## src/rtl/evpair_pkg.sv

```systemverilog
package evpair_pkg;

  typedef enum logic [1:0] {
    CMP_OFF   = 2'b00,
    CMP_MAX   = 2'b01,
    CMP_HWM   = 2'b10,
    CMP_RANGE = 2'b11
  } cmp_mode_e;

  typedef struct packed {
    logic [2:0] rst_sel;
    cmp_mode_e  mode;
    logic       bus_sel;
  } chan_ctrl_t;

  localparam int CTRL_W = $bits(chan_ctrl_t);
  localparam int N_EXT  = 4;

  localparam logic [2:0] RSEL_PARTNER_STS = 3'b001;
  localparam logic [2:0] RSEL_PARTNER_HIT = 3'b010;

endpackage

```

## src/rtl/evpair_window.sv

```systemverilog
module evpair_window #(
  parameter int FLD_W = 32
) (
  input  logic [FLD_W-1:0] addr_fld,
  input  logic [FLD_W-1:0] lo_bound,
  input  logic [FLD_W-1:0] hi_bound,
  output logic             in_window
);

  logic above_lo;
  logic within_hi;

  always_comb begin
    above_lo  = addr_fld > lo_bound;
    within_hi = addr_fld <= hi_bound;
    in_window = above_lo & within_hi;
  end

endmodule

```

## src/rtl/evpair_channel.sv

```systemverilog
module evpair_channel
  import evpair_pkg::*;
#(
  parameter int CNT_W = 32
) (
  input  logic             clk,
  input  logic             rst,
  input  logic             ctrl_we,
  input  logic             cmp_we,
  input  logic             cnt_we,
  input  logic [CNT_W-1:0] wdata,
  input  logic             req_match,
  input  logic             rsp_match,
  input  logic             range_hit,
  input  logic [N_EXT-1:0] ext_evt,
  input  logic             partner_pulse,
  input  logic             partner_hit,
  input  logic             sample_end,
  output chan_ctrl_t       ctrl_q,
  output logic [CNT_W-1:0] cmp_q,
  output logic [CNT_W-1:0] cnt_q,
  output logic             cmp_sts,
  output logic             ovf_sts,
  output logic             sts_pulse,
  output logic             hit_q,
  output logic             clr_evt
);

  localparam int MSB = CNT_W - 1;

  logic             ev_raw;
  logic             qual;
  logic [CNT_W-1:0] cnt_inc;
  logic             bump;
  logic             ovf_hit;
  logic             above;
  logic             cmp_hit;
  logic             sts_clear;
  logic             cmp_sts_d;
  logic             ovf_sts_d;
  logic             pulse_d;

  always_comb begin
    ev_raw = ctrl_q.bus_sel ? rsp_match : req_match;
    qual   = (ctrl_q.mode == CMP_RANGE) ? (ev_raw & range_hit) : ev_raw;

    if (ctrl_q.rst_sel[2])
      clr_evt = ext_evt[ctrl_q.rst_sel[1:0]];
    else if (ctrl_q.rst_sel == RSEL_PARTNER_STS)
      clr_evt = partner_pulse;
    else if (ctrl_q.rst_sel == RSEL_PARTNER_HIT)
      clr_evt = partner_hit;
    else
      clr_evt = 1'b0;

    cnt_inc   = cnt_q + 1'b1;
    bump      = qual & ~cnt_we & ~clr_evt;
    ovf_hit   = bump & cnt_inc[MSB] & ~cnt_q[MSB];
    above     = cnt_q > cmp_q;
    cmp_hit   = (ctrl_q.mode == CMP_MAX) & above;
    sts_clear = clr_evt | ctrl_we;
    cmp_sts_d = sts_clear ? 1'b0 : (cmp_sts | cmp_hit);
    ovf_sts_d = sts_clear ? 1'b0 : (ovf_sts | ovf_hit);
    pulse_d   = (cmp_sts_d | ovf_sts_d) & ~(cmp_sts | ovf_sts);
  end

  always_ff @(posedge clk) begin
    if (rst) begin
      ctrl_q    <= '0;
      cmp_q     <= '0;
      cnt_q     <= '0;
      cmp_sts   <= 1'b0;
      ovf_sts   <= 1'b0;
      sts_pulse <= 1'b0;
      hit_q     <= 1'b0;
    end else begin
      if (ctrl_we)
        ctrl_q <= chan_ctrl_t'(wdata[CTRL_W-1:0]);

      if (cmp_we)
        cmp_q <= wdata;
      else if ((ctrl_q.mode == CMP_HWM) && sample_end && above)
        cmp_q <= cnt_q;

      if (cnt_we)
        cnt_q <= wdata;
      else if (clr_evt)
        cnt_q <= '0;
      else if (qual)
        cnt_q <= cnt_inc;

      cmp_sts   <= cmp_sts_d;
      ovf_sts   <= ovf_sts_d;
      sts_pulse <= pulse_d;
      hit_q     <= qual;
    end
  end

endmodule

```

## src/rtl/evpair_monitor.sv

```systemverilog
module evpair_monitor
  import evpair_pkg::*;
#(
  parameter int CNT_W   = 32,
  parameter int ADDR_W  = 39,
  parameter int ADDR_LO = 7
) (
  input  logic              clk,
  input  logic              rst,
  input  logic              wr_en,
  input  logic              wr_idx,
  input  logic [1:0]        wr_reg,
  input  logic [CNT_W-1:0]  wr_data,
  input  logic              rd_idx,
  input  logic [1:0]        rd_reg,
  output logic [CNT_W-1:0]  rd_data,
  input  logic [1:0]        req_match,
  input  logic [1:0]        rsp_match,
  input  logic [ADDR_W-1:0] txn_addr,
  input  logic [N_EXT-1:0]  ext_evt,
  input  logic              sample_end,
  output logic [1:0]        cmp_status,
  output logic [1:0]        ovf_status,
  output logic              range_hit
);

  localparam int FLD_W  = ADDR_W - ADDR_LO;
  localparam int NCH    = 2;
  localparam int STS_LO = 8;

  chan_ctrl_t       ctrl_q [NCH];
  logic [CNT_W-1:0] cmp_q  [NCH];
  logic [CNT_W-1:0] cnt_q  [NCH];
  logic [NCH-1:0]   sts_pulse;
  logic [NCH-1:0]   hit_q;
  logic [NCH-1:0]   clr_evt;
  logic             win_hit;
  logic [CNT_W-1:0] rd_mux;

  logic [2*CNT_W-1:0] cnt_all;
  logic [2*CNT_W-1:0] cmp_all;
  logic [3:0]         mode_all;

  evpair_window #(.FLD_W(FLD_W)) u_win (
    .addr_fld (txn_addr[ADDR_W-1:ADDR_LO]),
    .lo_bound (cmp_q[0][FLD_W-1:0]),
    .hi_bound (cmp_q[1][FLD_W-1:0]),
    .in_window(win_hit)
  );

  for (genvar g = 0; g < NCH; g++) begin : g_ch
    logic sel;
    assign sel = wr_en & (wr_idx == 1'(g));

    evpair_channel #(.CNT_W(CNT_W)) u_ch (
      .clk          (clk),
      .rst          (rst),
      .ctrl_we      (sel & (wr_reg == 2'd0)),
      .cmp_we       (sel & (wr_reg == 2'd1)),
      .cnt_we       (sel & (wr_reg == 2'd2)),
      .wdata        (wr_data),
      .req_match    (req_match[g]),
      .rsp_match    (rsp_match[g]),
      .range_hit    (win_hit),
      .ext_evt      (ext_evt),
      .partner_pulse(sts_pulse[NCH-1-g]),
      .partner_hit  (hit_q[NCH-1-g]),
      .sample_end   (sample_end),
      .ctrl_q       (ctrl_q[g]),
      .cmp_q        (cmp_q[g]),
      .cnt_q        (cnt_q[g]),
      .cmp_sts      (cmp_status[g]),
      .ovf_sts      (ovf_status[g]),
      .sts_pulse    (sts_pulse[g]),
      .hit_q        (hit_q[g]),
      .clr_evt      (clr_evt[g])
    );

    assign cnt_all[g*CNT_W +: CNT_W] = cnt_q[g];
    assign cmp_all[g*CNT_W +: CNT_W] = cmp_q[g];
    assign mode_all[g*2 +: 2]        = ctrl_q[g].mode;
  end

  always_comb begin
    rd_mux = '0;
    case (rd_reg)
      2'd0: begin
        rd_mux[CTRL_W-1:0] = ctrl_q[rd_idx];
        rd_mux[STS_LO]     = ovf_status[rd_idx];
        rd_mux[STS_LO+1]   = cmp_status[rd_idx];
      end
      2'd1:    rd_mux = cmp_q[rd_idx];
      2'd2:    rd_mux = cnt_q[rd_idx];
      default: rd_mux = '0;
    endcase
  end

  always_ff @(posedge clk) begin
    if (rst) begin
      rd_data   <= '0;
      range_hit <= 1'b0;
    end else begin
      rd_data   <= rd_mux;
      range_hit <= win_hit;
    end
  end

endmodule

```

## config.mk

```make
export PLATFORM = sky130hd
export DESIGN_NAME = evpair_monitor
export DESIGN_NICKNAME = d
export VERILOG_FILES = /design/src/rtl/evpair_pkg.sv /design/src/rtl/evpair_window.sv /design/src/rtl/evpair_channel.sv /design/src/rtl/evpair_monitor.sv
export SDC_FILE = /design/constraint.sdc
export NUM_CORES = 1
export LEC_CHECK = 0
export ABC_AREA = 1
export BUFFER_PORTS_ARGS = -buffer_cell sky130_fd_sc_hd__buf_2
export CAP_MARGIN = 10
export CORE_ASPECT_RATIO = 0.8
export CORE_UTILIZATION = 55
export DETAILED_ROUTE_END_ITERATION = 10
export PLACE_DENSITY = 0.74
export SYNTH_ARGS = -nofsm -noshare
export SYNTH_HDL_FRONTEND = slang
export SYNTH_HIERARCHICAL = 1
export SYNTH_SLANG_ARGS = --single-unit
```

## constraint.sdc

```tcl
create_clock -name clk -period 2.57 [get_ports clk]
set_input_delay 0.1285 -clock clk [delete_from_list [all_inputs] [get_ports clk]]
set_output_delay 0.1285 -clock clk [all_outputs]
set_load 0.1 [all_outputs]
```

# [Word-level counts from Yosys, hierarchy flattened]
# Index checks and enable logic that the tools add are counted.
[word_totals] regBits=181 output_inout_bits=37 wordCells=142
[classes] addsub=2 n_lt_le_gt_ge=8 n_eq_ne=14 muxes=45 n_bitwise=43 reduce_logical=10
[op_table] op="$mux 32" count=16
[op_table] op="$gt 32x32->1" count=3
[op_table] op="$add 32x1->32 const B" count=2
[op_table] op="$pmux 22 s2" count=1
[op_table] op="$le 32x32->1" count=1
[op_table] op="$and 1x1->1" count=23
[op_table] op="$mux 1" count=20
[op_table] op="$mux 6" count=3
[op_table] op="$pmux 6 s3" count=1
[op_table] op="$eq 2x2->1 const B" count=6
[op_table] op="$or 1x1->1" count=10
[op_table] op="$not 1->1" count=9
[op_table] op="$eq 2x1->1 const B" count=4
[op_table] op="$eq 3x1->1 const B" count=2
[op_table] op="$eq 3x2->1 const B" count=2
[op_table] op="$lt 2x3->1 const B" count=2
[op_table] op="$pmux 2 s3" count=1
[op_table] op="$reduce_bool 3->1" count=2
[op_table] op="$bmux 1 s2" count=2
[op_table] op="$logic_and 1x1->1" count=4
[op_table] op="$logic_not 2->1" count=2
[op_table] op="$pmux 2 s2" count=1
[op_table] op="$reduce_bool 2->1" count=2
[op_table] op="$ge 2x2->1 const B" count=1
[op_table] op="other kinds (2)" count=2

# [Longest topological paths before layout]
[depth] word_depth=12 mapped_depth=23 mapped_depth_nobuf=22

# [Hierarchy]
# Netlist, hierarchy kept.
[modules_own_cells] module="evpair_channel" instances=2 cells_per_inst=803 area_each_um2=5154.9 seq_area_each_um2=1481.4
[modules_own_cells] module="evpair_monitor" instances=1 cells_per_inst=400 area_each_um2=2371.0 seq_area_each_um2=660.6
[modules_own_cells] module="evpair_window" instances=1 cells_per_inst=277 area_each_um2=1707.9 seq_area_each_um2=0.0

# [Worst setup path after synthesis]
# OpenSTA, ideal clock, no wires.
[synth_path] path_kind="register -> register" startpoint="register g_ch[1].u_ch.cmp_q[31]" endpoint="register g_ch[0].u_ch.cnt_q[20]" setup_time_ns=0.117 arrival_ns=2.151 setup_slack_ns=0.302 path_stages_with_launch=18 path_buffers=1 path_cell_list="dfxtp_1 -> inv_1 -> ha_1 -> nand2_1 -> nor2_1 -> and2_1 -> inv_1 -> nor2_1 -> nand2_1 -> a21oi_1 -> nor2_1 -> nand3b_1 -> and2_1 -> inv_1 -> nand2_2 -> buf_2 -> o21ai_0 -> nor2_1"
[synth_via] elab_chain_cells=5
[synth_rtl] item="start, declared" line_no="evpair_channel.sv:20" rtl="output logic [CNT_W-1:0] cmp_q,"
[synth_rtl] item="start signal, assigned" line_no="evpair_channel.sv:81" rtl="cmp_q <= wdata;"
[synth_rtl] item="start signal, assigned" line_no="evpair_channel.sv:83" rtl="cmp_q <= cnt_q;"
[synth_rtl] item="$le 32x32->1" line_no="evpair_window.sv:15" rtl="within_hi = addr_fld <= hi_bound;"
[synth_rtl] item="$and 1x1->1" line_no="evpair_window.sv:16" rtl="in_window = above_lo & within_hi;"
[synth_rtl] item="net win_hit" line_no="evpair_monitor.sv:37" rtl="logic win_hit;"
[synth_rtl] item="$and 1x1->1" line_no="evpair_channel.sv:45" rtl="qual = (ctrl_q.mode == CMP_RANGE) ? (ev_raw & range_hit) : ev_raw;"
[synth_rtl] item="$mux 1" line_no="evpair_channel.sv:45"
[synth_rtl] item="$reduce_bool 3->1 (no line)"
[synth_rtl] item="end signal, assigned" line_no="evpair_channel.sv:86" rtl="cnt_q <= wdata;"
[synth_rtl] item="end signal, assigned" line_no="evpair_channel.sv:90" rtl="cnt_q <= cnt_inc;"
[synth_rtl] item="end, declared" line_no="evpair_channel.sv:21" rtl="output logic [CNT_W-1:0] cnt_q,"
# The timed path passes the listed nets, and every way through them passes these cells.
# A chain may end at the register's enable or synchronous reset.

# [Worst setup path after layout]
[layout_path] startpoint="register g_ch[0].u_ch.cmp_q[6]" endpoint="register g_ch[1].u_ch.cnt_q[7]"
[layout_via] elab_chain_cells=5
[layout_rtl] item="start, declared" line_no="evpair_channel.sv:20"
[layout_rtl] item="start signal, assigned" line_no="evpair_channel.sv:81"
[layout_rtl] item="start signal, assigned" line_no="evpair_channel.sv:83"
[layout_rtl] item="$gt 32x32->1" line_no="evpair_window.sv:14" rtl="above_lo = addr_fld > lo_bound;"
[layout_rtl] item="$and 1x1->1" line_no="evpair_window.sv:16"
[layout_rtl] item="net win_hit" line_no="evpair_monitor.sv:37"
[layout_rtl] item="$and 1x1->1" line_no="evpair_channel.sv:45"
[layout_rtl] item="$mux 1" line_no="evpair_channel.sv:45"
[layout_rtl] item="$reduce_bool 3->1 (no line)"
[layout_rtl] item="end signal, assigned" line_no="evpair_channel.sv:86"
[layout_rtl] item="end signal, assigned" line_no="evpair_channel.sv:90"
[layout_rtl] item="end, declared" line_no="evpair_channel.sv:21"
# The timed path passes the listed nets, and every way through them passes these cells.

==> run metrics <==
cell internal pwr=roughly 5.5 mW; later-pin clock latency in the skew report=between 0.4 and 0.5 ns; max_cap viols=0; IO Port Bufs=around 120; H-tree Lvls=4; GRT Overall Usage=0.426; GPL Wtd Cong=~0.98; total routed wirelength=just under 60000 µm; drt first pass iters=7; worst slew pin tran=a little over 1 ns; Combinational Power Share=0.351; DR vias/cell=about 5.8; ant diodes=0; DR DRC count=0; Psw=about 3.4 mW; Mean Syn Cell Area=roughly 6.3 µm²; Die Area=between 20000 and 30000 µm²; gr ovfl total=0; Seq pwr share=0.353; total core area=roughly 26000 µm²; Antenna Nets Post-Route=0; Sw Ratio=0.383; Post-Syn Nets=around 2500; Clk Tree Root Cell=clkbuf_16; first-pass GRT wire length=about 87000 µm; pin count of the biggest net entering global routing=between 60 and 70; CP Launch Type=flop; Max clock buf depth=2; RSZ-0062 raised after global routing=true; top-area cell type share of the netlist area=0.252; Seq/Total Area, Yosys=0.252; 1st-iter DRT viols=roughly 2200; Row Count=52; area leader, netlist=dfxtp_1; Cell Area, Synth=between 10000 and 15000 µm²; Clock power frac=0.296; CP max FO=8; Finished Layout Cells=2878; final worst-path cycle share=1.08; worst setup margin=-0.212 ns; # IOs=between 100 and 150; peak supply drop=roughly 500 µV; Final Cell Area=between 15000 and 20000 µm²; Critical Path RT=between 2 and 3 ns; final setup vio count=just under 70; clock skew=around 0.018 ns; Final Max Tran Viols=0; Routed WL per cell=around 20 µm; Setup Crit Path Kind=reg2reg; min cycle time layout=2.78 ns; CTS tree=done; layout cell share with drive strength beyond 1=0.239; hold crit path type=in2reg; violated checks=setup timing; unique cell type count in the Yosys netlist=between 40 and 50; initial antenna violation count=3; via count=approximately 17000; Peak Freq=359 MHz; DP Area=16200 µm²; post-placement cell count=about 2800; P_leak=roughly 8.6 nW; CTS buffer count=17; Die W=~180 µm; Slew headroom=0.321; Yosys reg bits=about 180; Post-Synthesis Cells=between 2000 and 2500; PwrDens=~500 nW/µm²; DP HPWL=42600 µm; nets=~2700; area grow syn2layout=27.0%; vias in the first global route=about 15000; Reg clk slew, reported paths=0.07 ns; Starting Density=0.564; Hold Violations, Final=0; Arrival @ worst endpoint=between 3 and 4 ns; chip height=roughly 150 µm; crit end category=flop; YS warnings=6; clk sink count=approximately 180; largest cells by area after synthesis=dfxtp_1 25%, nand2_1 15%, ha_1 12%, inv_1 8.6%, nor2_1 6.3%; status=complete, but fails checks
[final cells by class]
type / instances / area [µm²]
multi-input combinational: 1662 / 9870
fill: 2189 / 7230
sequential: 181 / 3660
timing repair buffer: 306 / 2430
inverter: 346 / 1310
tap: 351 / 439
clock buffer: 19 / 433
clock inverter: 13 / 124
[final timing paths]
check,end,slack [ns],cells past startpoint,startpoint
worst min register to register,g_ch[1].u_ch/ctrl_q[1],0.54,2,g_ch[1].u_ch/ctrl_q[1]
worst max-delay path,g_ch[1].u_ch/cnt_q[7],-0.21,18,g_ch[0].u_ch/cmp_q[6]
worst min-delay path,g_ch[0].u_ch/cnt_q[15],0.03,3,wr_data[15]
worst max register to register,g_ch[1].u_ch/cnt_q[7],-0.21,18,g_ch[0].u_ch/cmp_q[6]
[power by group through the flow]
stage          Sequential, mW  Clock [mW]  Combinational, mW
2_1_floorplan            3.35           0               1.41
3_3_place_gp             3.21           0               2.47
3_5_place_dp             3.21           0               2.52
4_1_cts                  3.15        2.64               2.77
5_1_grt                  3.17        2.74               3.37
6_report                 3.15        2.64               3.14
[flip-flops by register name, indices dropped and copies added (netlist names)]
| name | cells |
|---|---|
| g_ch.u_ch/ctrl_q | 12 |
| g_ch.u_ch/cmp_q | 64 |
| range_hit | 1 |
| rd_data | 32 |
| g_ch.u_ch/ovf_sts | 2 |
| g_ch.u_ch/hit_q | 2 |
| g_ch.u_ch/sts_pulse | 2 |
| g_ch.u_ch/cmp_sts | 2 |
| g_ch.u_ch/cnt_q | 64 |
[what timing repair did]
item,in CTS,in global routing
setup endpoints to repair,70,98
pin swaps,18,30
hold buffers,3,0
cloned,8,6
gates resized for setup,156,132
buffers inserted,10,9
endpoints found under the hold margin,4,0
[Yosys cell counts, drive strengths merged]
library cell / count
nor3: 41
nor2: 254
xor2: 22
a21o: 3
a22oi: 8
a21oi: 123
nand3b: 6
buf: 49
nand3: 155
nand2: 604
o211ai: 30
dfxtp: 181
nand4: 30
a31oi: 40
or2: 26
and3: 2
nor4: 1
clkinv: 4
o21a: 6
inv: 342
and2: 3
o21ai: 172
ha: 134
clkbuf: 45
nor3b: 2
[layout by cell type (no fill, tap or decap), types with 16 or more instances in the layout]
cell type	n
nand4_1	26
o21ai_2	50
buf_4	153
clkbuf_16	23
nor2_1	230
xor2_1	22
inv_2	19
a31oi_1	31
dfxtp_1	160
nor2_4	17
buf_2	117
inv_1	319
nand2_2	25
nand3_1	150
o21ai_0	97
nor3_1	26
or2_2	26
nand2_1	568
a21oi_1	100
ha_1	122
a21oi_2	21
dfxtp_2	16
o211ai_1	28
[critical path: stages (launching register included)]
cell	delay [ns]
dfxtp_2	0.34
inv_1	0.05
ha_1	0.28
nand2_1	0.10
nor2_2	0.13
nand4_1	0.23
nor2_1	0.20
buf_4	0.12
nand2_1	0.05
nand2_2	0.08
nor2_4	0.06
nand3b_1	0.18
and2_4	0.20
inv_6	0.07
nand2_8	0.12
buf_16	0.20
buf_6	0.12
o21ai_2	0.09
a21oi_1	0.05
[logic make-up (layout without fill, tap and decap cells)]
kind of cell    count (synthesis)  in the layout  share of synthesized area
xor+xnor                       22             22                     0.0134
compound gates                382            382                      0.147
simple gates                 1124           1124                      0.347
flops                         181            181                      0.252
buf+inv                       440            684                      0.124
fa+ha+maj                     134            134                      0.117
[through the flow]
step | setup TNS (ns) | setup slack [ns] | utilization | hold WS [ns] | total power, mW
after CTS | -3.65 | -0.101 | 0.685 | 0.000885 | 8.55
after global placement | -19.02 | -0.334 | 0.637 | 0.457 | 5.67
final | -9.26 | -0.212 | 0.716 | 0.0302 | 8.93
after detailed placement | -21.12 | -0.368 | 0.637 | 0.466 | 5.73
after floorplan | 0 | 0.302 | - | 0.200 | 4.76
after global routing | -13.28 | -0.254 | 0.716 | 0.0207 | 9.28
[per-layer routing]
layer,up-vias,global-route usage,share of wire
li1,7814,-,-
met1,7732,0.601,0.41
met2,1120,0.591,0.41
met3,144,0.169,0.16
met4,2,0.124,0.028
met5,-,0,0.00029
(Power assumes the default switching activity.)
